<file path="src/rtl/ftp_pkg.sv">
package ftp_pkg;

  typedef enum logic [1:0] {
    ST_IDLE       = 2'd0,
    ST_RD_FIRST   = 2'd1,
    ST_RD_SECOND  = 2'd2
  } ftp_state_e;

  typedef enum logic [1:0] {
    PV_CONTINUE = 2'd0,
    PV_RECHECK  = 2'd1,
    PV_PASS     = 2'd2,
    PV_FAIL     = 2'd3
  } ftp_verdict_e;

endpackage

</file>
<file path="src/rtl/ftp_bit_tap.sv">
module ftp_bit_tap #(
  parameter int DATA_W   = 8,
  parameter int MAIN_POS = 6,
  parameter int ALT_POS  = 2,
  parameter int FLAG_POS = 5
) (
  input  logic [DATA_W-1:0] rd_data,
  input  logic              use_alt,
  output logic              tog_bit,
  output logic              flag_bit
);

  localparam int IDX_W = (DATA_W > 1) ? $clog2(DATA_W) : 1;
  localparam logic [IDX_W-1:0] MAIN_IDX = IDX_W'(MAIN_POS);
  localparam logic [IDX_W-1:0] ALT_IDX  = IDX_W'(ALT_POS);

  logic [IDX_W-1:0] tap_idx;

  always_comb begin
    tap_idx  = use_alt ? ALT_IDX : MAIN_IDX;
    tog_bit  = rd_data[tap_idx];
    flag_bit = rd_data[FLAG_POS];
  end

endmodule

</file>
<file path="src/rtl/ftp_pair_judge.sv">
module ftp_pair_judge
  import ftp_pkg::*;
(
  input  logic         clk,
  input  logic         rst_n,
  input  logic         first_en,
  input  logic         tog_bit,
  input  logic         flag_bit,
  input  logic         recheck,
  output ftp_verdict_e verdict
);

  logic first_q;
  logic first_d;

  always_comb begin
    first_d = first_en ? tog_bit : first_q;
  end

  always_ff @(posedge clk or negedge rst_n) begin
    if (!rst_n) begin
      first_q <= 1'b0;
    end else begin
      first_q <= first_d;
    end
  end

  always_comb begin
    if (first_q == tog_bit) begin
      verdict = PV_PASS;
    end else if (recheck) begin
      verdict = PV_FAIL;
    end else if (flag_bit) begin
      verdict = PV_RECHECK;
    end else begin
      verdict = PV_CONTINUE;
    end
  end

endmodule

</file>
<file path="src/rtl/ftp_pair_limit.sv">
module ftp_pair_limit #(
  parameter int CNT_W = 16
) (
  input  logic             clk,
  input  logic             rst_n,
  input  logic             clear,
  input  logic             step,
  input  logic [CNT_W-1:0] limit,
  output logic             expire
);

  logic [CNT_W-1:0] count_q;
  logic [CNT_W-1:0] count_d;
  logic             count_en;

  always_comb begin
    expire   = step && (limit != '0) && (count_q == (limit - 1'b1));
    count_en = clear || step;
    count_d  = clear ? '0 : (count_q + 1'b1);
  end

  always_ff @(posedge clk or negedge rst_n) begin
    if (!rst_n) begin
      count_q <= '0;
    end else if (count_en) begin
      count_q <= count_d;
    end
  end

endmodule

</file>
<file path="src/rtl/flash_toggle_poller.sv">
module flash_toggle_poller
  import ftp_pkg::*;
#(
  parameter int DATA_W   = 8,
  parameter int MAIN_POS = 6,
  parameter int ALT_POS  = 2,
  parameter int FLAG_POS = 5,
  parameter int CNT_W    = 16
) (
  input  logic              clk,
  input  logic              rst_n,
  input  logic              start,
  input  logic              abort,
  input  logic              sel_bit2,
  input  logic [CNT_W-1:0]  max_polls,
  output logic              rd_req,
  input  logic              rd_ack,
  input  logic [DATA_W-1:0] rd_data,
  output logic              busy,
  output logic              done,
  output logic              ok,
  output logic              reset_req,
  output logic              wdog_fault
);

  ftp_state_e       state_q, state_d;
  logic             recheck_q, recheck_d;
  logic             use_alt_q;
  logic [CNT_W-1:0] limit_q;
  logic             done_q, done_d;
  logic             ok_q, ok_d;
  logic             rreq_q, rreq_d;
  logic             fault_q, fault_d;
  logic             launch;
  logic             rd_fire;
  logic             first_en;
  logic             pair_step;
  logic             expire;
  logic             tog_bit;
  logic             flag_bit;
  ftp_verdict_e     verdict;

  ftp_bit_tap #(
    .DATA_W  (DATA_W),
    .MAIN_POS(MAIN_POS),
    .ALT_POS (ALT_POS),
    .FLAG_POS(FLAG_POS)
  ) u_tap (
    .rd_data (rd_data),
    .use_alt (use_alt_q),
    .tog_bit (tog_bit),
    .flag_bit(flag_bit)
  );

  ftp_pair_judge u_judge (
    .clk     (clk),
    .rst_n   (rst_n),
    .first_en(first_en),
    .tog_bit (tog_bit),
    .flag_bit(flag_bit),
    .recheck (recheck_q),
    .verdict (verdict)
  );

  ftp_pair_limit #(.CNT_W(CNT_W)) u_limit (
    .clk   (clk),
    .rst_n (rst_n),
    .clear (launch),
    .step  (pair_step),
    .limit (limit_q),
    .expire(expire)
  );

  always_comb begin
    launch    = (state_q == ST_IDLE) && start;
    rd_fire   = (state_q != ST_IDLE) && rd_ack && !abort;
    first_en  = rd_fire && (state_q == ST_RD_FIRST);
    pair_step = rd_fire && (state_q == ST_RD_SECOND) &&
                ((verdict == PV_CONTINUE) || (verdict == PV_RECHECK));
  end

  always_comb begin
    state_d   = state_q;
    recheck_d = recheck_q;
    done_d    = done_q;
    ok_d      = ok_q;
    rreq_d    = rreq_q;
    fault_d   = fault_q;
    unique case (state_q)
      ST_IDLE: begin
        if (start) begin
          state_d   = ST_RD_FIRST;
          recheck_d = 1'b0;
          done_d    = 1'b0;
          ok_d      = 1'b0;
          rreq_d    = 1'b0;
          fault_d   = 1'b0;
        end
      end
      ST_RD_FIRST: begin
        if (abort) begin
          state_d = ST_IDLE;
        end else if (rd_fire) begin
          state_d = ST_RD_SECOND;
        end
      end
      ST_RD_SECOND: begin
        if (abort) begin
          state_d = ST_IDLE;
        end else if (rd_fire) begin
          unique case (verdict)
            PV_PASS: begin
              state_d = ST_IDLE;
              done_d  = 1'b1;
              ok_d    = 1'b1;
            end
            PV_FAIL: begin
              state_d = ST_IDLE;
              done_d  = 1'b1;
              rreq_d  = 1'b1;
            end
            default: begin
              if (expire) begin
                state_d = ST_IDLE;
                done_d  = 1'b1;
                rreq_d  = 1'b1;
                fault_d = 1'b1;
              end else begin
                state_d   = ST_RD_FIRST;
                recheck_d = (verdict == PV_RECHECK);
              end
            end
          endcase
        end
      end
      default: state_d = ST_IDLE;
    endcase
  end

  always_ff @(posedge clk or negedge rst_n) begin
    if (!rst_n) begin
      state_q   <= ST_IDLE;
      recheck_q <= 1'b0;
      done_q    <= 1'b0;
      ok_q      <= 1'b0;
      rreq_q    <= 1'b0;
      fault_q   <= 1'b0;
    end else begin
      state_q   <= state_d;
      recheck_q <= recheck_d;
      done_q    <= done_d;
      ok_q      <= ok_d;
      rreq_q    <= rreq_d;
      fault_q   <= fault_d;
    end
  end

  always_ff @(posedge clk or negedge rst_n) begin
    if (!rst_n) begin
      use_alt_q <= 1'b0;
      limit_q   <= '0;
    end else if (launch) begin
      use_alt_q <= sel_bit2;
      limit_q   <= max_polls;
    end
  end

  always_comb begin
    rd_req     = (state_q != ST_IDLE);
    busy       = (state_q != ST_IDLE);
    done       = done_q;
    ok         = ok_q;
    reset_req  = rreq_q;
    wdog_fault = fault_q;
  end

endmodule

</file>
<file path="config.mk">
export PLATFORM = sky130hd
export DESIGN_NAME = flash_toggle_poller
export DESIGN_NICKNAME = d
export VERILOG_FILES = /design/src/rtl/ftp_pkg.sv /design/src/rtl/ftp_bit_tap.sv /design/src/rtl/ftp_pair_judge.sv /design/src/rtl/ftp_pair_limit.sv /design/src/rtl/flash_toggle_poller.sv
export SDC_FILE = /design/constraint.sdc
export NUM_CORES = 1
export LEC_CHECK = 0
export ABC_AREA = 1
export BUFFER_PORTS_ARGS = -buffer_cell sky130_fd_sc_hd__buf_2
export CORE_MARGIN = 2
export CORE_UTILIZATION = 35
export DETAILED_ROUTE_END_ITERATION = 10
export PLACE_DENSITY_LB_ADDON = 0.2
export SLEW_MARGIN = 20
export SYNTH_ARGS = -nofsm -noshare
export SYNTH_HDL_FRONTEND = slang
export SYNTH_SLANG_ARGS = --single-unit
</file>
<file path="constraint.sdc">
create_clock -name clk -period 3.2 [get_ports clk]
set_input_delay 0 -clock clk [delete_from_list [all_inputs] [get_ports clk]]
set_output_delay 0 -clock clk [all_outputs]
set_load 0.02 [all_outputs]
</file>
# Word level (Yosys, flattened, before mapping)

Index checks and enable logic that the tools add are counted.

Flip-flop bits (word level): 41
Input bits: 30
Output and inout port bits: 6
Word-level logic and storage cells: 93

Add/sub/neg operators: 2
Order comparisons: 1
Equal/unequal tests: 19
Mux-type cells: 38
Reductions and logical operators: 23

Operators with widths:

| cell                                                | count |
|---|---|
| two-way mux 1 bit                                   | 21 |
| AND reduction 6 bit                                 | 3 |
| adder 16 x 1 -> 16 bit (second input constant)      | 1 |
| == test 16 bit                                      | 1 |
| two-way mux 16 bit                                  | 1 |
| nonzero test 16 bit                                 | 1 |
| subtractor 16 x 1 -> 16 bit (second input constant) | 1 |
| two-way mux 2 bit                                   | 7 |
| != test 2 bit (second input constant)               | 7 |
| case mux 1 bit (2 select lines)                     | 6 |
| AND reduction 5 bit                                 | 2 |
| != test 3 bit (second input constant)               | 3 |
| logical AND 1 bit                                   | 8 |
| == test 2 bit (second input constant)               | 3 |
| case mux 2 bit (3 select lines)                     | 1 |
| == test 2 x 1 -> 1 bit (second input constant)      | 2 |
| zero test 2 bit                                     | 2 |
| < comparator 3 x 4 -> 1 bit (second input constant) | 1 |
| nonzero test 2 bit                                  | 2 |
| binary-select mux 1 bit (select 3 bit)              | 1 |
| two-way mux 3 bit                                   | 1 |
| != test 3 x 2 -> 1 bit (second input constant)      | 1 |
| AND reduction 3 bit                                 | 1 |
| logical OR 1 bit                                    | 2 |
| other kinds (4)                                     | 4 |

# Longest topological paths before layout

Gate-level depths: netlist of run 1.

Word-level depth: 15
Mapped depth: 16
Gate-level depth less buffers: 16

# Hierarchy

From an unflattened synthesis of run 1, not the netlist that was laid out.

Cells, all modules: 381
Area total of the unflattened synthesis: 2708.8 µm²

By module, submodules not included:

| module              | instances | cells an instance | area each (µm²) | sequential area each (µm²) |
|---|---|---|---|---|
| ftp_pair_limit      | 1         | 239               | 1502.7          | 400.4 |
| flash_toggle_poller | 1         | 126               | 1108.6          | 600.6 |
| ftp_pair_judge      | 1         | 11                | 75.1            | 25.0 |
| ftp_bit_tap         | 1         | 5                 | 22.5            | 0.0 |

# Least setup slack after synthesis of run 1

OpenSTA, ideal clock, no wires.

Kind: register to register
Start: register limit_q[0]
End: register recheck_q
Setup time: 0.117 ns
Arrival time: 1.716 ns
Data required time: 3.083 ns
Path slack: 1.367 ns
Stages on the path, launching flop included: 14
Path buffers: 0
Clock period less this slack: 1.833 ns
Cell sequence: dfrtp_1 inv_1 ha_1 nand2_4 nor2_1 nand2_1 xor2_1 nand2_1 nor2_1 nand2_2 nand2_2 nand2_2 nand4_1 nand2_1

Word-level cells in the longest chain between the ends: 5
Elaborated cells on any way between the ends: 7
Classes of those cells: add/sub (1); eq/ne (2); reduce/logical (4)

RTL lines:

| item                                                                      | RTL line                   | source |
|---|---|---|
| start: declaration                                                        | flash_toggle_poller.sv:29  | `logic [CNT_W-1:0] limit_q;` |
| start signal: assignment                                                  | flash_toggle_poller.sv:164 | `limit_q <= max_polls;` |
| subtractor 16 x 1 -> 16 bit / nonzero test 16 bit (equally long branches) | ftp_pair_limit.sv:17       | `expire = step && (limit != '0) && (count_q == (limit - 1'b1));` |
| == test 16 bit / logical AND 1 bit (equally long branches)                | ftp_pair_limit.sv:17       |  |
| logical AND 1 bit *                                                       | ftp_pair_limit.sv:17       |  |
| != test 2 bit (no line) *                                                 | -                          |  |
| AND reduction 6 bit (no line) *                                           | -                          |  |
| end signal: assignment                                                    | flash_toggle_poller.sv:150 | `recheck_q <= recheck_d;` |
| end: declaration                                                          | flash_toggle_poller.sv:27  | `logic recheck_q, recheck_d;` |

Mark *: on every way between the ends. The rest lies on a longest branch, timed or not.
A chain may end at the register's enable or synchronous reset.

# Final worst setup path of run 1

Start: register limit_q[0]
End: register state_q[0]

Word-level cells in the longest chain between the ends: 8
Elaborated cells on any way between the ends: 10
Classes of those cells: add/sub (1); eq/ne (1); mux (5); reduce/logical (3)

RTL lines:

| item                                                                      | RTL line                   | source |
|---|---|---|
| subtractor 16 x 1 -> 16 bit / nonzero test 16 bit (equally long branches) | ftp_pair_limit.sv:17       |  |
| == test 16 bit / logical AND 1 bit (equally long branches)                | ftp_pair_limit.sv:17       |  |
| logical AND 1 bit *                                                       | ftp_pair_limit.sv:17       |  |
| two-way mux 1 bit *                                                       | flash_toggle_poller.sv:123 | `if (expire) begin` |
| two-way mux 1 bit *                                                       | flash_toggle_poller.sv:111 | `unique case (verdict)` |
| two-way mux 2 bit *                                                       | flash_toggle_poller.sv:110 | `end else if (rd_fire) begin` |
| two-way mux 2 bit *                                                       | flash_toggle_poller.sv:108 | `if (abort) begin` |
| case mux 2 bit (3 select lines) *                                         | flash_toggle_poller.sv:89  | `unique case (state_q)` |
| end signal: assignment                                                    | flash_toggle_poller.sv:149 | `state_q <= state_d;` |
| end: declaration                                                          | flash_toggle_poller.sv:26  | `ftp_state_e state_q, state_d;` |

Mark *: on every way between the ends. The rest lies on a longest branch, timed or not. The select of a mux whose other input is x is not followed.

==> impl_results.html, run 1 <==
<table>
<tr><th>Metric</th><th>Value</th></tr>
<tr><th colspan="2">Synthesis</th></tr>
<tr><td>Most used DFF post-synth</td><td>sky130_fd_sc_hd__dfrtp_1</td></tr>
<tr><td>Post-Synth Adder-Cell Area</td><td>1.366%</td></tr>
<tr><td>Post-synthesis share of cell area spent on xor and xnor gates</td><td>6.375%</td></tr>
<tr><td>Number of nets produced by synthesis</td><td>414</td></tr>
<tr><td>YS warnings</td><td>0</td></tr>
<tr><td>Share of the synthesized area in compound gates (AO/OA/AOI/OAI)</td><td>approximately 8%</td></tr>
<tr><td>Multiplexer share of the synthesized area</td><td>0%</td></tr>
<tr><td>Sequential area share after synthesis</td><td>37.34%</td></tr>
<tr><td>Number of enable flip-flop cells after synthesis</td><td>0</td></tr>
<tr><td>Main combinational cell family by area after synthesis</td><td>simple AND/OR/NAND/NOR gates</td></tr>
<tr><td>Async SR Flop Fraction</td><td>100.0%</td></tr>
<tr><td>Synth Area in Simple Gates</td><td>39.34%</td></tr>
<tr><td>Cells after Synth</td><td>around 380</td></tr>
<tr><td>Count of different cell masters after synthesis</td><td>38</td></tr>
<tr><td>FF+latch count, synth</td><td>41</td></tr>
<tr><td>Synth Area per Inst</td><td>7.212 um2</td></tr>
<tr><td>Netlist Area Pre-Place</td><td>2748 um2</td></tr>
<tr><th colspan="2">Detailed routing</th></tr>
<tr><td>WL final</td><td>6.167 mm</td></tr>
<tr><td>Number of vias per cell</td><td>4.723</td></tr>
<tr><td>Average wire length per cell after detail routing</td><td>11.55 um</td></tr>
<tr><td>Number of remaining DRC errors</td><td>0</td></tr>
<tr><td>First-pass DRT Iterations</td><td>4</td></tr>
<tr><td>Vias post-DR</td><td>about 2500</td></tr>
<tr><td>Antenna Nets Post-Route</td><td>0</td></tr>
<tr><td>Initial detailed-routing violation count</td><td>89</td></tr>
<tr><th colspan="2">Timing</th></tr>
<tr><td>Actual transition at the worst max-transition pin</td><td>0.9347 ns</td></tr>
<tr><td>Worst rel slew slack</td><td>37.69%</td></tr>
<tr><td>Total negative slack</td><td>0 ns</td></tr>
<tr><td>Final number of max-transition violations</td><td>0</td></tr>
<tr><td>Layout Skew</td><td>between 0.006 and 0.007 ns</td></tr>
<tr><td>Min Tclk post-route</td><td>2.054 ns</td></tr>
<tr><td>Fmax achieved</td><td>roughly 0.5 GHz</td></tr>
<tr><td>RSZ-0062 raised after global routing</td><td>no</td></tr>
<tr><td>Final setup violation count</td><td>0</td></tr>
<tr><td>Hold Fails Final Rpt</td><td>0</td></tr>
<tr><td>Tightest hold margin</td><td>about 0.046 ns</td></tr>
<tr><td>Post-route clock period utilization</td><td>about 64%</td></tr>
<tr><th colspan="2">Worst hold path</th></tr>
<tr><td>Number of cells on the worst hold path</td><td>5</td></tr>
<tr><td>Hold Path Class</td><td>in -&gt; reg</td></tr>
<tr><th colspan="2">Global route</th></tr>
<tr><td>Maximum number of pins on one net before global-route repair</td><td>42</td></tr>
<tr><td>Antenna violations before repair</td><td>0</td></tr>
<tr><td>Wire length of the first global-routing pass</td><td>10.76 mm</td></tr>
<tr><td>GRT Overall Usage</td><td>15.61%</td></tr>
<tr><td>Vias in the first global route</td><td>2368</td></tr>
<tr><td>Sum of overflow across all layers after global routing</td><td>0</td></tr>
<tr><th colspan="2">Pwr</th></tr>
<tr><td>Leak Pwr</td><td>1.608 nW</td></tr>
<tr><td>Power density cells</td><td>679.3 nW/um2</td></tr>
<tr><td>Sw Share</td><td>46.26%</td></tr>
<tr><td>Relative contribution of sequential cells to total power</td><td>36.2%</td></tr>
<tr><td>Comb power frac</td><td>between 40 and 50%</td></tr>
<tr><td>Worst-case vdd ir drop</td><td>0.0003218 V</td></tr>
<tr><td>Part of the power in the clock network</td><td>15.9%</td></tr>
<tr><td>P_sw</td><td>1.033 mW</td></tr>
<tr><td>Pint</td><td>1.200 mW</td></tr>
<tr><th colspan="2">Setup path</th></tr>
<tr><td>Critical Path Start Type</td><td>flip-flop</td></tr>
<tr><td>Maximum fanout along the worst path</td><td>6</td></tr>
<tr><td>Count of cells along the worst register-to-register path</td><td>13</td></tr>
<tr><td>Category of the most critical setup path</td><td>reg -&gt; reg</td></tr>
<tr><td>Setup slack of the worst register-to-register path</td><td>1.15 ns</td></tr>
<tr><td>Capturing element type of the critical path</td><td>flip-flop</td></tr>
<tr><td>CP required</td><td>approximately 3.4 ns</td></tr>
<tr><td>Critical path arrival</td><td>roughly 2.2 ns</td></tr>
<tr><th colspan="2">Clocking</th></tr>
<tr><td>Clock root buffer master</td><td>sky130_fd_sc_hd__clkbuf_8</td></tr>
<tr><td>Num CTS Buffers</td><td>5</td></tr>
<tr><td>Worst skew pair latency</td><td>0.29 ns</td></tr>
<tr><td>Clock slew at the register clock pins of the worst setup and hold paths</td><td>around 0.08 ns</td></tr>
<tr><td>Longest Clk Path Bufs</td><td>2</td></tr>
<tr><td>Count of cells resized by post-cts repair</td><td>0</td></tr>
<tr><td>CTS H-tree depth</td><td>2</td></tr>
<tr><td>CTS sink count</td><td>41</td></tr>
<tr><td>CTS tree</td><td>done</td></tr>
<tr><th colspan="2">Cells and area</th></tr>
<tr><td># nets final</td><td>465</td></tr>
<tr><td>Share of cells above drive strength 1</td><td>17.13%</td></tr>
<tr><td>Total inserted antenna cells</td><td>0</td></tr>
<tr><td>Syn-to-layout area delta</td><td>19.63%</td></tr>
<tr><td>Final core area utilization</td><td>42.98%</td></tr>
<tr><th colspan="2">Die</th></tr>
<tr><td>Floorplan die width</td><td>~93 um</td></tr>
<tr><td>Number of standard-cell rows in the floorplan</td><td>32</td></tr>
<tr><td>Y dimension of the die</td><td>roughly 93 um</td></tr>
<tr><td>Starting density of the core</td><td>35.93%</td></tr>
<tr><td>Core box area</td><td>7647 um2</td></tr>
<tr><td>Count of boundary I/O pins</td><td>36</td></tr>
<tr><td>Die area</td><td>8575 um2</td></tr>
<tr><th colspan="2">Run status</th></tr>
<tr><td>Run status</td><td>finished, final reports clean</td></tr>
<tr><th colspan="2">Placement</th></tr>
<tr><td>PortBufs</td><td>30</td></tr>
<tr><td>Final RePlAce weighted congestion</td><td>0.8229</td></tr>
<tr><td>Detailed placer's ending HPWL</td><td>4.640 mm</td></tr>
<tr><th colspan="2">Run</th></tr>
<tr><td>Count of maximum capacitance violations</td><td>0</td></tr>
</table>
[path summary, 6_finish.rpt]
| check | from | endpoint |
|---|---|---|
| setup / recovery | limit_q[0] | state_q[0] |
| hold / removal | rd_data[5] | recheck_q |
| setup reg to reg | limit_q[0] | state_q[0] |
| hold reg to reg | recheck_q | recheck_q |
| max in group asynchronous | rst_n | u_limit.count_q[4] |
| min in group asynchronous | rst_n | wdog_fault |
[final cells by class]
class	count	area (um2)
clock inverter	1	7.507
sequential	41	1026
timing repair buffer	51	360.3
tap	102	127.6
fill	815	4360
clock buffer	6	82.58
inverter	46	172.7
multi-input combinational	287	1510
[cells in the mapped netlist, drive strengths merged (2+ instances only)]
cell type | count | share of area [%]
a31oi | 2 | 0.46
o21a | 2 | 0.55
nand4 | 5 | 1.4
nand2 | 120 | 18
inv | 45 | 6.1
ha | 3 | 1.4
nor2 | 50 | 9.5
and2 | 2 | 0.46
nor4 | 4 | 1.4
dfrtp | 41 | 37
nand3 | 26 | 4.9
o21ai | 21 | 3.8
nor3 | 14 | 3.0
xnor2 | 10 | 3.2
xor2 | 10 | 3.2
a21oi | 13 | 2.4
buf | 3 | 0.82
clkbuf | 4 | 0.59
[power groups by stage]
stage	sequential (mW)	combinational, mW	clock (mW)
4_1_cts	0.809	1.09	0.371
2_1_floorplan	0.780	0.857	0
3_3_place_gp	0.818	1.04	0
6_report	0.808	1.07	0.354
5_1_grt	0.831	1.24	0.389
3_5_place_dp	0.819	1.06	0
[metrics by stage]
step	power (mW)	cells	setup WS [ns]	area (um2)
final	2.233	534	1.146	3287
after global routing	2.464	534	0.9264	3287
after CTS	2.266	534	1.121	3287
after detailed placement	1.880	506	1.126	2987
after global placement	1.862	506	1.129	2987
after floorplan	1.637	381	1.367	2748
[kinds of logic (layout without fill, tap and decap cells)]
logic type / Yosys count / count (layout)
XOR/XNOR: 20 / 20
flip-flops: 41 / 41
AO/OA/AOI/OAI: 40 / 40
AND/OR/NAND/NOR: 224 / 224
adder cells (fa/ha/maj): 3 / 3
buffers and inverters: 53 / 104
[cells in the final DEF, fill, tap and decap left out, types with 2 or more instances in the layout]
master	instances
sky130_fd_sc_hd__a31oi_1	2
sky130_fd_sc_hd__nand4_1	4
sky130_fd_sc_hd__nand2_1	106
sky130_fd_sc_hd__o21ai_1	5
sky130_fd_sc_hd__ha_1	3
sky130_fd_sc_hd__nor2_1	36
sky130_fd_sc_hd__xnor2_1	10
sky130_fd_sc_hd__buf_2	30
sky130_fd_sc_hd__a21oi_1	13
sky130_fd_sc_hd__dlygate4sd3_1	21
sky130_fd_sc_hd__xor2_1	10
sky130_fd_sc_hd__nor2_2	8
sky130_fd_sc_hd__nor4_2	2
sky130_fd_sc_hd__nor3_1	13
sky130_fd_sc_hd__and2_1	2
sky130_fd_sc_hd__clkbuf_8	6
sky130_fd_sc_hd__nor2_4	5
sky130_fd_sc_hd__nand3_1	25
sky130_fd_sc_hd__nand2_2	12
sky130_fd_sc_hd__o21a_1	2
sky130_fd_sc_hd__inv_1	42
sky130_fd_sc_hd__nand2_4	2
sky130_fd_sc_hd__o21ai_0	16
sky130_fd_sc_hd__dfrtp_1	41
sky130_fd_sc_hd__inv_2	3
sky130_fd_sc_hd__nor4_1	2
[layer usage]
layer	global-route usage (%)	share of wire, %
met1	20.97	50
met2	26.34	47
met3	2.522	2.2
met4	3.731	0.70
met5	0	0
[critical path: stages (launching register included)]
cell,delay [ns]
sky130_fd_sc_hd__dfrtp_1,0.39
sky130_fd_sc_hd__inv_1,0.20
sky130_fd_sc_hd__ha_1,0.33
sky130_fd_sc_hd__nand2_4,0.11
sky130_fd_sc_hd__nor2_1,0.13
sky130_fd_sc_hd__nand2_1,0.08
sky130_fd_sc_hd__xor2_1,0.16
sky130_fd_sc_hd__nand2_1,0.07
sky130_fd_sc_hd__nor2_1,0.13
sky130_fd_sc_hd__nand2_2,0.11
sky130_fd_sc_hd__nand2_2,0.07
sky130_fd_sc_hd__nand2_2,0.05
sky130_fd_sc_hd__nand3_2,0.07
sky130_fd_sc_hd__nand2_1,0.05
[flip-flops by register name, indices dropped and copies added (netlist names)]
signal	count
wdog_fault	1
reset_req	1
use_alt_q	1
ok	1
u_judge.first_q	1
state_q	2
u_limit.count_q	16
recheck_q	1
done	1
limit_q	16
[what timing repair did]
item | in CTS | in global routing
buffers inserted | 0 | 0
hold endpoints to repair | 60 | 0
hold buffers | 21 | 0
Note: power is estimated with default switching activity, not from simulation.
==> run 2, diff against run 1 <==
==> constraint.sdc (replaced) <==
create_clock -name clk -period 1.9 [get_ports clk]
set_input_delay 0 -clock clk [delete_from_list [all_inputs] [get_ports clk]]
set_output_delay 0 -clock clk [all_outputs]
set_load 0.02 [all_outputs]
==> run 2 against run 1 <==
  * Clock power grew 110%
  * Worst hold slack lost 0.022 ns
  * Die area unchanged
  * Register-to-register slack got worse by 1.1 ns
  * Global-route usage increased by 1.2 points
  * Total power up 96%
  * Largest power group unchanged
  * Highest routed layer unchanged
==> impl_results.html, run 2 (synthesized netlist as in run 1, its figures left out) <==
<table>
<tr><th>Metric</th><th>Value</th></tr>
<tr><th colspan="2">Run status</th></tr>
<tr><td>Run status</td><td>finished, final reports clean</td></tr>
<tr><th colspan="2">Placement</th></tr>
<tr><td>Total cell area at the placement stage</td><td>3112 um2</td></tr>
<tr><td>Detailed placer's ending HPWL</td><td>4.871 mm</td></tr>
<tr><td>PortBufs</td><td>30</td></tr>
<tr><td>Place WS</td><td>-0.003230 ns</td></tr>
<tr><td>Final RePlAce weighted congestion</td><td>0.8678</td></tr>
<tr><td>Placed Instances</td><td>521</td></tr>
<tr><th colspan="2">Die</th></tr>
<tr><td>Floorplan die width</td><td>92.60 um</td></tr>
<tr><td>Number of standard-cell rows in the floorplan</td><td>32</td></tr>
<tr><td>Count of boundary I/O pins</td><td>36</td></tr>
<tr><td>Core box area</td><td>7647 um2</td></tr>
<tr><td>Starting density of the core</td><td>a little over a third</td></tr>
<tr><td>Die area</td><td>about 8600 um2</td></tr>
<tr><td>Y dimension of the die</td><td>92.60 um</td></tr>
<tr><th colspan="2">Timing</th></tr>
<tr><td>Tightest hold margin</td><td>0.02410 ns</td></tr>
<tr><td>Fmax achieved</td><td>0.5502 GHz</td></tr>
<tr><td>Final number of max-transition violations</td><td>0</td></tr>
<tr><td>Post-route clock period utilization</td><td>95.67%</td></tr>
<tr><td>Actual transition at the worst max-transition pin</td><td>0.5307 ns</td></tr>
<tr><td>Worst rel slew slack</td><td>64.62%</td></tr>
<tr><td>Final worst setup slack</td><td>0.08235 ns</td></tr>
<tr><td>Layout Skew</td><td>0.008490 ns</td></tr>
<tr><td>Hold Fails Final Rpt</td><td>0</td></tr>
<tr><td>Total negative slack</td><td>0 ns</td></tr>
<tr><td>Min Tclk post-route</td><td>1.818 ns</td></tr>
<tr><td>RSZ-0062 raised after global routing</td><td>yes</td></tr>
<tr><td>Final setup violation count</td><td>0</td></tr>
<tr><th colspan="2">Clocking</th></tr>
<tr><td>Longest Clk Path Bufs</td><td>2</td></tr>
<tr><td>CTS tree</td><td>done</td></tr>
<tr><td>Clock root buffer master</td><td>sky130_fd_sc_hd__clkbuf_8</td></tr>
<tr><td>Clock slew at the register clock pins of the worst setup and hold paths</td><td>0.09 ns</td></tr>
<tr><td>Num CTS Buffers</td><td>5</td></tr>
<tr><td>Worst skew pair latency</td><td>around 0.30 ns</td></tr>
<tr><td>CTS H-tree depth</td><td>2</td></tr>
<tr><td>CTS sink count</td><td>41</td></tr>
<tr><th colspan="2">Pwr</th></tr>
<tr><td>Part of the power in the clock network</td><td>17.2%</td></tr>
<tr><td>Power density cells</td><td>roughly 1200 nW/um2</td></tr>
<tr><td>Relative contribution of sequential cells to total power</td><td>approximately a third</td></tr>
<tr><td>Power Total</td><td>4.373 mW</td></tr>
<tr><td>Pint</td><td>2.437 mW</td></tr>
<tr><td>P_sw</td><td>1.937 mW</td></tr>
<tr><td>Comb power frac</td><td>51.3%</td></tr>
<tr><td>Worst-case vdd ir drop</td><td>roughly 0.00064 V</td></tr>
<tr><td>Sw Share</td><td>between 40 and 50%</td></tr>
<tr><td>Leak Pwr</td><td>1.746 nW</td></tr>
<tr><th colspan="2">Detailed routing</th></tr>
<tr><td>Vias post-DR</td><td>around 2600</td></tr>
<tr><td>Initial detailed-routing violation count</td><td>approximately 130</td></tr>
<tr><td>First-pass DRT Iterations</td><td>6</td></tr>
<tr><td>Average wire length per cell after detail routing</td><td>approximately 12 um</td></tr>
<tr><td>WL final</td><td>6.584 mm</td></tr>
<tr><td>Number of remaining DRC errors</td><td>0</td></tr>
<tr><td>Antenna Nets Post-Route</td><td>0</td></tr>
<tr><td>Number of vias per cell</td><td>4.731</td></tr>
<tr><th colspan="2">Cells and area</th></tr>
<tr><td>Share of cells above drive strength 1</td><td>25.44%</td></tr>
<tr><td>Total inserted antenna cells</td><td>0</td></tr>
<tr><td>Count of placed standard cells in the final layout, fillers left out</td><td>between 500 and 600</td></tr>
<tr><td>Most common cell after layout, fill and taps aside</td><td>sky130_fd_sc_hd__nand2_1</td></tr>
<tr><td>Area of all placed cells without fillers</td><td>3582 um2</td></tr>
<tr><td># nets final</td><td>a little under 500</td></tr>
<tr><td>Final core area utilization</td><td>46.84%</td></tr>
<tr><td>Syn-to-layout area delta</td><td>30.37%</td></tr>
<tr><td>Largest registers ranked by flip-flop count</td><td>limit_q: 16 flops, u_limit.count_q: 16 flops, state_q: 2 flops</td></tr>
<tr><td>Highest-count cells in the layout ignoring fill and taps</td><td>100 x sky130_fd_sc_hd__nand2_1, 40 x sky130_fd_sc_hd__inv_1, 36 x sky130_fd_sc_hd__dfrtp_1, 33 x sky130_fd_sc_hd__nor2_1, 30 x sky130_fd_sc_hd__buf_2</td></tr>
<tr><th colspan="2">Setup path</th></tr>
<tr><td>Capturing element type of the critical path</td><td>flip-flop</td></tr>
<tr><td>Category of the most critical setup path</td><td>reg -&gt; reg</td></tr>
<tr><td>Maximum fanout along the worst path</td><td>3</td></tr>
<tr><td>CP required</td><td>2.10 ns</td></tr>
<tr><td>Count of cells along the worst register-to-register path</td><td>12</td></tr>
<tr><td>Critical path arrival</td><td>slightly above 2 ns</td></tr>
<tr><td>Critical Path Start Type</td><td>flip-flop</td></tr>
<tr><th colspan="2">Worst hold path</th></tr>
<tr><td>Hold Path Class</td><td>in -&gt; reg</td></tr>
<tr><td>Number of cells on the worst hold path</td><td>3</td></tr>
<tr><th colspan="2">Global route</th></tr>
<tr><td>Wire length of the first global-routing pass</td><td>11.43 mm</td></tr>
<tr><td>GRT Overall Usage</td><td>16.76%</td></tr>
<tr><td>Maximum number of pins on one net before global-route repair</td><td>42</td></tr>
<tr><td>Vias in the first global route</td><td>2577</td></tr>
<tr><td>Antenna violations before repair</td><td>0</td></tr>
<tr><td>Sum of overflow across all layers after global routing</td><td>0</td></tr>
<tr><th colspan="2">Run</th></tr>
<tr><td>Count of maximum capacitance violations</td><td>0</td></tr>
</table>
run 2: area by class of cell:
cell class	count	area, um2
Sequential cell	41	1032
Timing Repair Buffer	70	520.5
Tap cell	102	127.6
Inverter	46	175.2
Clock inverter	2	37.54
Clock buffer	6	82.58
Fill cell	783	4065
Multi-Input combinational cell	287	1607
run 2: path summary, 6_finish.rpt:
path                            startpoint         end  slack, ns
min in group asynchronous            rst_n  wdog_fault       0.28
worst max register to register  limit_q[6]   recheck_q       0.08
worst min-delay path                rd_ack  state_q[1]       0.02
worst max-delay path            limit_q[6]   recheck_q       0.08
max in group asynchronous            rst_n  limit_q[4]       1.21
worst min register to register   recheck_q   recheck_q       0.49
run 2: worst max-delay path, stage by stage (launching register included):
cell and delay [ns]:
sky130_fd_sc_hd__dfrtp_1 0.45, sky130_fd_sc_hd__nor2_2 0.20, sky130_fd_sc_hd__nand2_4 0.09, sky130_fd_sc_hd__o21ai_1 0.12
sky130_fd_sc_hd__nand2_1 0.06, sky130_fd_sc_hd__nor2_1 0.18, sky130_fd_sc_hd__nand3_1 0.13, sky130_fd_sc_hd__nor2_1 0.13
sky130_fd_sc_hd__nand2_2 0.10, sky130_fd_sc_hd__nand2_2 0.07, sky130_fd_sc_hd__nand2_2 0.05, sky130_fd_sc_hd__nand4_1 0.07
sky130_fd_sc_hd__nand2_1 0.05
run 2: per-layer routing:
layer,GRT usage (%),part of all wire [%]
met4,6.468,1.6
met2,27.80,47
met3,3.011,3.1
met5,0,0
met1,21.71,48
run 2: timing repair:
item	CTS	global route
hold buffers	20	0
pin swaps	0	13
setup endpoints to repair	1	12
endpoints found under the hold margin	60	0
gates resized for setup	1	31
setup buffers	0	5
cloned	0	0
run 2: power groups by stage:
| stage | Clock, mW | Sequential, mW | Combinational, mW |
|---|---|---|---|
| floorplan | 0 | 1.31 | 1.44 |
| global placement | 0 | 1.35 | 1.97 |
| detailed placement | 0 | 1.35 | 2.01 |
| CTS | 0.784 | 1.34 | 2.05 |
| global route | 0.817 | 1.40 | 2.53 |
| finish | 0.754 | 1.38 | 2.24 |
==> run 3, diff against run 2 <==
--- a/config.mk
+++ b/config.mk
@@ -10,7 +10,7 @@
 export CORE_MARGIN = 2
 export CORE_UTILIZATION = 35
 export DETAILED_ROUTE_END_ITERATION = 10
-export PLACE_DENSITY_LB_ADDON = 0.2
+export PLACE_DENSITY_LB_ADDON = 0.05
 export SLEW_MARGIN = 20
 export SYNTH_ARGS = -nofsm -noshare
 export SYNTH_HDL_FRONTEND = slang
==> run 3 against run 2 <==
  * Clock power fell by 17%
  * Critical path depth rose by 1
  * Routed wire length rose by 1.9%
  * Sequential share of layout area rose by 0.066 points
  * Maximum frequency rose by 2.3%
  * Total power fell by 2.6%
  * Largest power group unchanged
==> impl_results.html, run 3 (synthesized netlist as in run 1, its figures left out) <==
<table>
<tr><th>Metric</th><th>Value</th></tr>
<tr><th colspan="2">Run status</th></tr>
<tr><td>Run status</td><td>finished, final reports clean</td></tr>
<tr><th colspan="2">Timing</th></tr>
<tr><td>RSZ-0062 raised after global routing</td><td>yes</td></tr>
<tr><td>Actual transition at the worst max-transition pin</td><td>0.5942 ns</td></tr>
<tr><td>Tightest hold margin</td><td>0.02053 ns</td></tr>
<tr><td>Final worst setup slack</td><td>0.1240 ns</td></tr>
<tr><td>Min Tclk post-route</td><td>1.776 ns</td></tr>
<tr><td>Post-route clock period utilization</td><td>between 90 and 100%</td></tr>
<tr><td>Final number of max-transition violations</td><td>0</td></tr>
<tr><td>Fmax achieved</td><td>0.5631 GHz</td></tr>
<tr><td>Final setup violation count</td><td>0</td></tr>
<tr><td>Hold Fails Final Rpt</td><td>0</td></tr>
<tr><td>Worst rel slew slack</td><td>~60%</td></tr>
<tr><td>Layout Skew</td><td>0.009316 ns</td></tr>
<tr><th colspan="2">Clocking</th></tr>
<tr><td>CTS H-tree depth</td><td>2</td></tr>
<tr><td>CTS tree</td><td>done</td></tr>
<tr><td>Num CTS Buffers</td><td>5</td></tr>
<tr><td>Clock slew at the register clock pins of the worst setup and hold paths</td><td>0.09 ns</td></tr>
<tr><td>Clock root buffer master</td><td>sky130_fd_sc_hd__clkbuf_8</td></tr>
<tr><td>Longest Clk Path Bufs</td><td>2</td></tr>
<tr><td>Worst skew pair latency</td><td>between 0.3 and 0.4 ns</td></tr>
<tr><td>CTS sink count</td><td>41</td></tr>
<tr><th colspan="2">Cells and area</th></tr>
<tr><td>Most common cell after layout, fill and taps aside</td><td>sky130_fd_sc_hd__nand2_1</td></tr>
<tr><td># nets final</td><td>490</td></tr>
<tr><td>Area of all placed cells without fillers</td><td>about 3600 um2</td></tr>
<tr><td>Largest registers ranked by flip-flop count</td><td>limit_q: 16 flops, u_limit.count_q: 16 flops, state_q: 2 flops</td></tr>
<tr><td>Share of cells above drive strength 1</td><td>25.76%</td></tr>
<tr><td>Highest-count cells in the layout ignoring fill and taps</td><td>105 x sky130_fd_sc_hd__nand2_1, 40 x sky130_fd_sc_hd__inv_1, 37 x sky130_fd_sc_hd__dfrtp_1, 32 x sky130_fd_sc_hd__nor2_1, 30 x sky130_fd_sc_hd__buf_2</td></tr>
<tr><td>Syn-to-layout area delta</td><td>29.92%</td></tr>
<tr><td>Total inserted antenna cells</td><td>0</td></tr>
<tr><th colspan="2">Die</th></tr>
<tr><td>Number of standard-cell rows in the floorplan</td><td>32</td></tr>
<tr><td>Count of boundary I/O pins</td><td>36</td></tr>
<tr><td>Die area</td><td>8575 um2</td></tr>
<tr><td>Floorplan die width</td><td>92.60 um</td></tr>
<tr><td>Starting density of the core</td><td>around 36%</td></tr>
<tr><td>Y dimension of the die</td><td>92.60 um</td></tr>
<tr><td>Core box area</td><td>approximately 7600 um2</td></tr>
<tr><th colspan="2">Run</th></tr>
<tr><td>Count of maximum capacitance violations</td><td>0</td></tr>
<tr><th colspan="2">Detailed routing</th></tr>
<tr><td>Vias post-DR</td><td>2585</td></tr>
<tr><td>First-pass DRT Iterations</td><td>4</td></tr>
<tr><td>Initial detailed-routing violation count</td><td>80</td></tr>
<tr><td>Number of remaining DRC errors</td><td>0</td></tr>
<tr><td>Antenna Nets Post-Route</td><td>0</td></tr>
<tr><td>WL final</td><td>around 6.7 mm</td></tr>
<tr><td>Number of vias per cell</td><td>between 4 and 5</td></tr>
<tr><td>Average wire length per cell after detail routing</td><td>roughly 12 um</td></tr>
<tr><th colspan="2">Global route</th></tr>
<tr><td>Maximum number of pins on one net before global-route repair</td><td>27</td></tr>
<tr><td>Wire length of the first global-routing pass</td><td>around 12 mm</td></tr>
<tr><td>Sum of overflow across all layers after global routing</td><td>0</td></tr>
<tr><td>Antenna violations before repair</td><td>0</td></tr>
<tr><td>GRT Overall Usage</td><td>17.09%</td></tr>
<tr><td>Vias in the first global route</td><td>2460</td></tr>
<tr><th colspan="2">Setup path</th></tr>
<tr><td>Capturing element type of the critical path</td><td>flip-flop</td></tr>
<tr><td>Family of cells with the greatest summed delay on the critical path</td><td>simple AND/OR/NAND/NOR gates</td></tr>
<tr><td>Critical path arrival</td><td>just under 2 ns</td></tr>
<tr><td>Slowest library cell on the worst path</td><td>sky130_fd_sc_hd__dfrtp_1</td></tr>
<tr><td>Cell breakdown of the critical path</td><td>inv_2 &gt; ha_4 &gt; nand2_4 &gt; nor2_1 &gt; nand2_1 &gt; xor2_1 &gt; nand2_1 &gt; nor2_1 &gt; nand2_2 &gt; nand2_2 &gt; nand2_2 &gt; nand4_1 &gt; nand2_1</td></tr>
<tr><td>Maximum fanout along the worst path</td><td>5</td></tr>
<tr><td>CP peak stage delay</td><td>0.39 ns</td></tr>
<tr><td>Buffers and inverters on the worst path</td><td>1</td></tr>
<tr><td>CP required</td><td>~2.1 ns</td></tr>
<tr><td>Critical Path Start Type</td><td>flip-flop</td></tr>
<tr><td>Category of the most critical setup path</td><td>reg -&gt; reg</td></tr>
<tr><th colspan="2">Pwr</th></tr>
<tr><td>Worst-case vdd ir drop</td><td>0.0005804 V</td></tr>
<tr><td>Leak Pwr</td><td>between 1.5 and 2 nW</td></tr>
<tr><td>Power density cells</td><td>approximately 1200 nW/um2</td></tr>
<tr><th colspan="2">Worst hold path</th></tr>
<tr><td>Hold Path Class</td><td>in -&gt; reg</td></tr>
<tr><th colspan="2">Placement</th></tr>
<tr><td>Final RePlAce weighted congestion</td><td>0.8103</td></tr>
<tr><td>Place WS</td><td>-0.01672 ns</td></tr>
<tr><td>PortBufs</td><td>30</td></tr>
<tr><td>Total cell area at the placement stage</td><td>3144 um2</td></tr>
<tr><td>Detailed placer's ending HPWL</td><td>5.161 mm</td></tr>
</table>
[run 3: path summary, 6_finish.rpt]
check                           slack [ns]    endpoint  startpoint  cells past startpoint
worst max-delay path                  0.12   recheck_q  limit_q[0]                     13
worst min-delay path                  0.02  state_q[1]      rd_ack                      3
worst max register to register        0.12   recheck_q  limit_q[0]                     13
worst min register to register        0.50          ok          ok                      1
max in group asynchronous             1.11  limit_q[7]       rst_n                      3
min in group asynchronous             0.22  state_q[1]       rst_n                      2
[run 3: what timing repair did]
action | 4_1_cts | 5_1_grt
endpoints found under the hold margin | 43 | 0
setup buffers | 0 | 5
pin swaps | 0 | 5
endpoints found under the setup margin | 1 | 7
resized for setup | 1 | 23
hold buffers | 20 | 0
[run 3: cell type report]
class,instances,area (um2)
multi-input combinational,287,1599
sequential,41,1031
inverter,46,172.7
fill,777,4078
clock buffer,5,68.82
tap,102,127.6
timing repair buffer,76,545.5
clock inverter,3,25.02
[run 3: routing by layer]
layer  vias to the layer above  global-route usage, %  part of all wire (%)
met5                         -                      0                     0
met4                         0                  4.478                   1.0
met3                         6                  2.685                   3.7
met1                      1182                  23.56                    49
met2                        34                  27.98                    46
li1                       1363                      -                     -
[run 3: power by group]
group          switching, mW  internal (mW)  leakage, nW
Clock                  0.359          0.266       0.0447
Combinational           1.30          0.955         1.16
Sequential             0.288           1.09        0.534
Total                   1.95           2.31         1.74
[run 3: worst reg2reg max path: cells and delay by family, from the launching register on]
kind	cells	cell delay [ns]
XOR/XNOR	1	0.17
AND/OR/NAND/NOR	10	0.85
adder cells (fa/ha/maj)	1	0.17
flip-flops	1	0.39
buffers and inverters	1	0.08
[run 3: metrics by stage]
stage               total power, mW  std cells  util (%)  TNS [ns]
floorplan                     2.757        381         -         0
global placement              3.381        527     41.12         0
detailed placement            3.386        527     41.12  -0.01672
CTS                           4.074        555     44.99         0
global route                  4.663        560     46.68   -0.1401
finish                        4.258        560     46.68         0
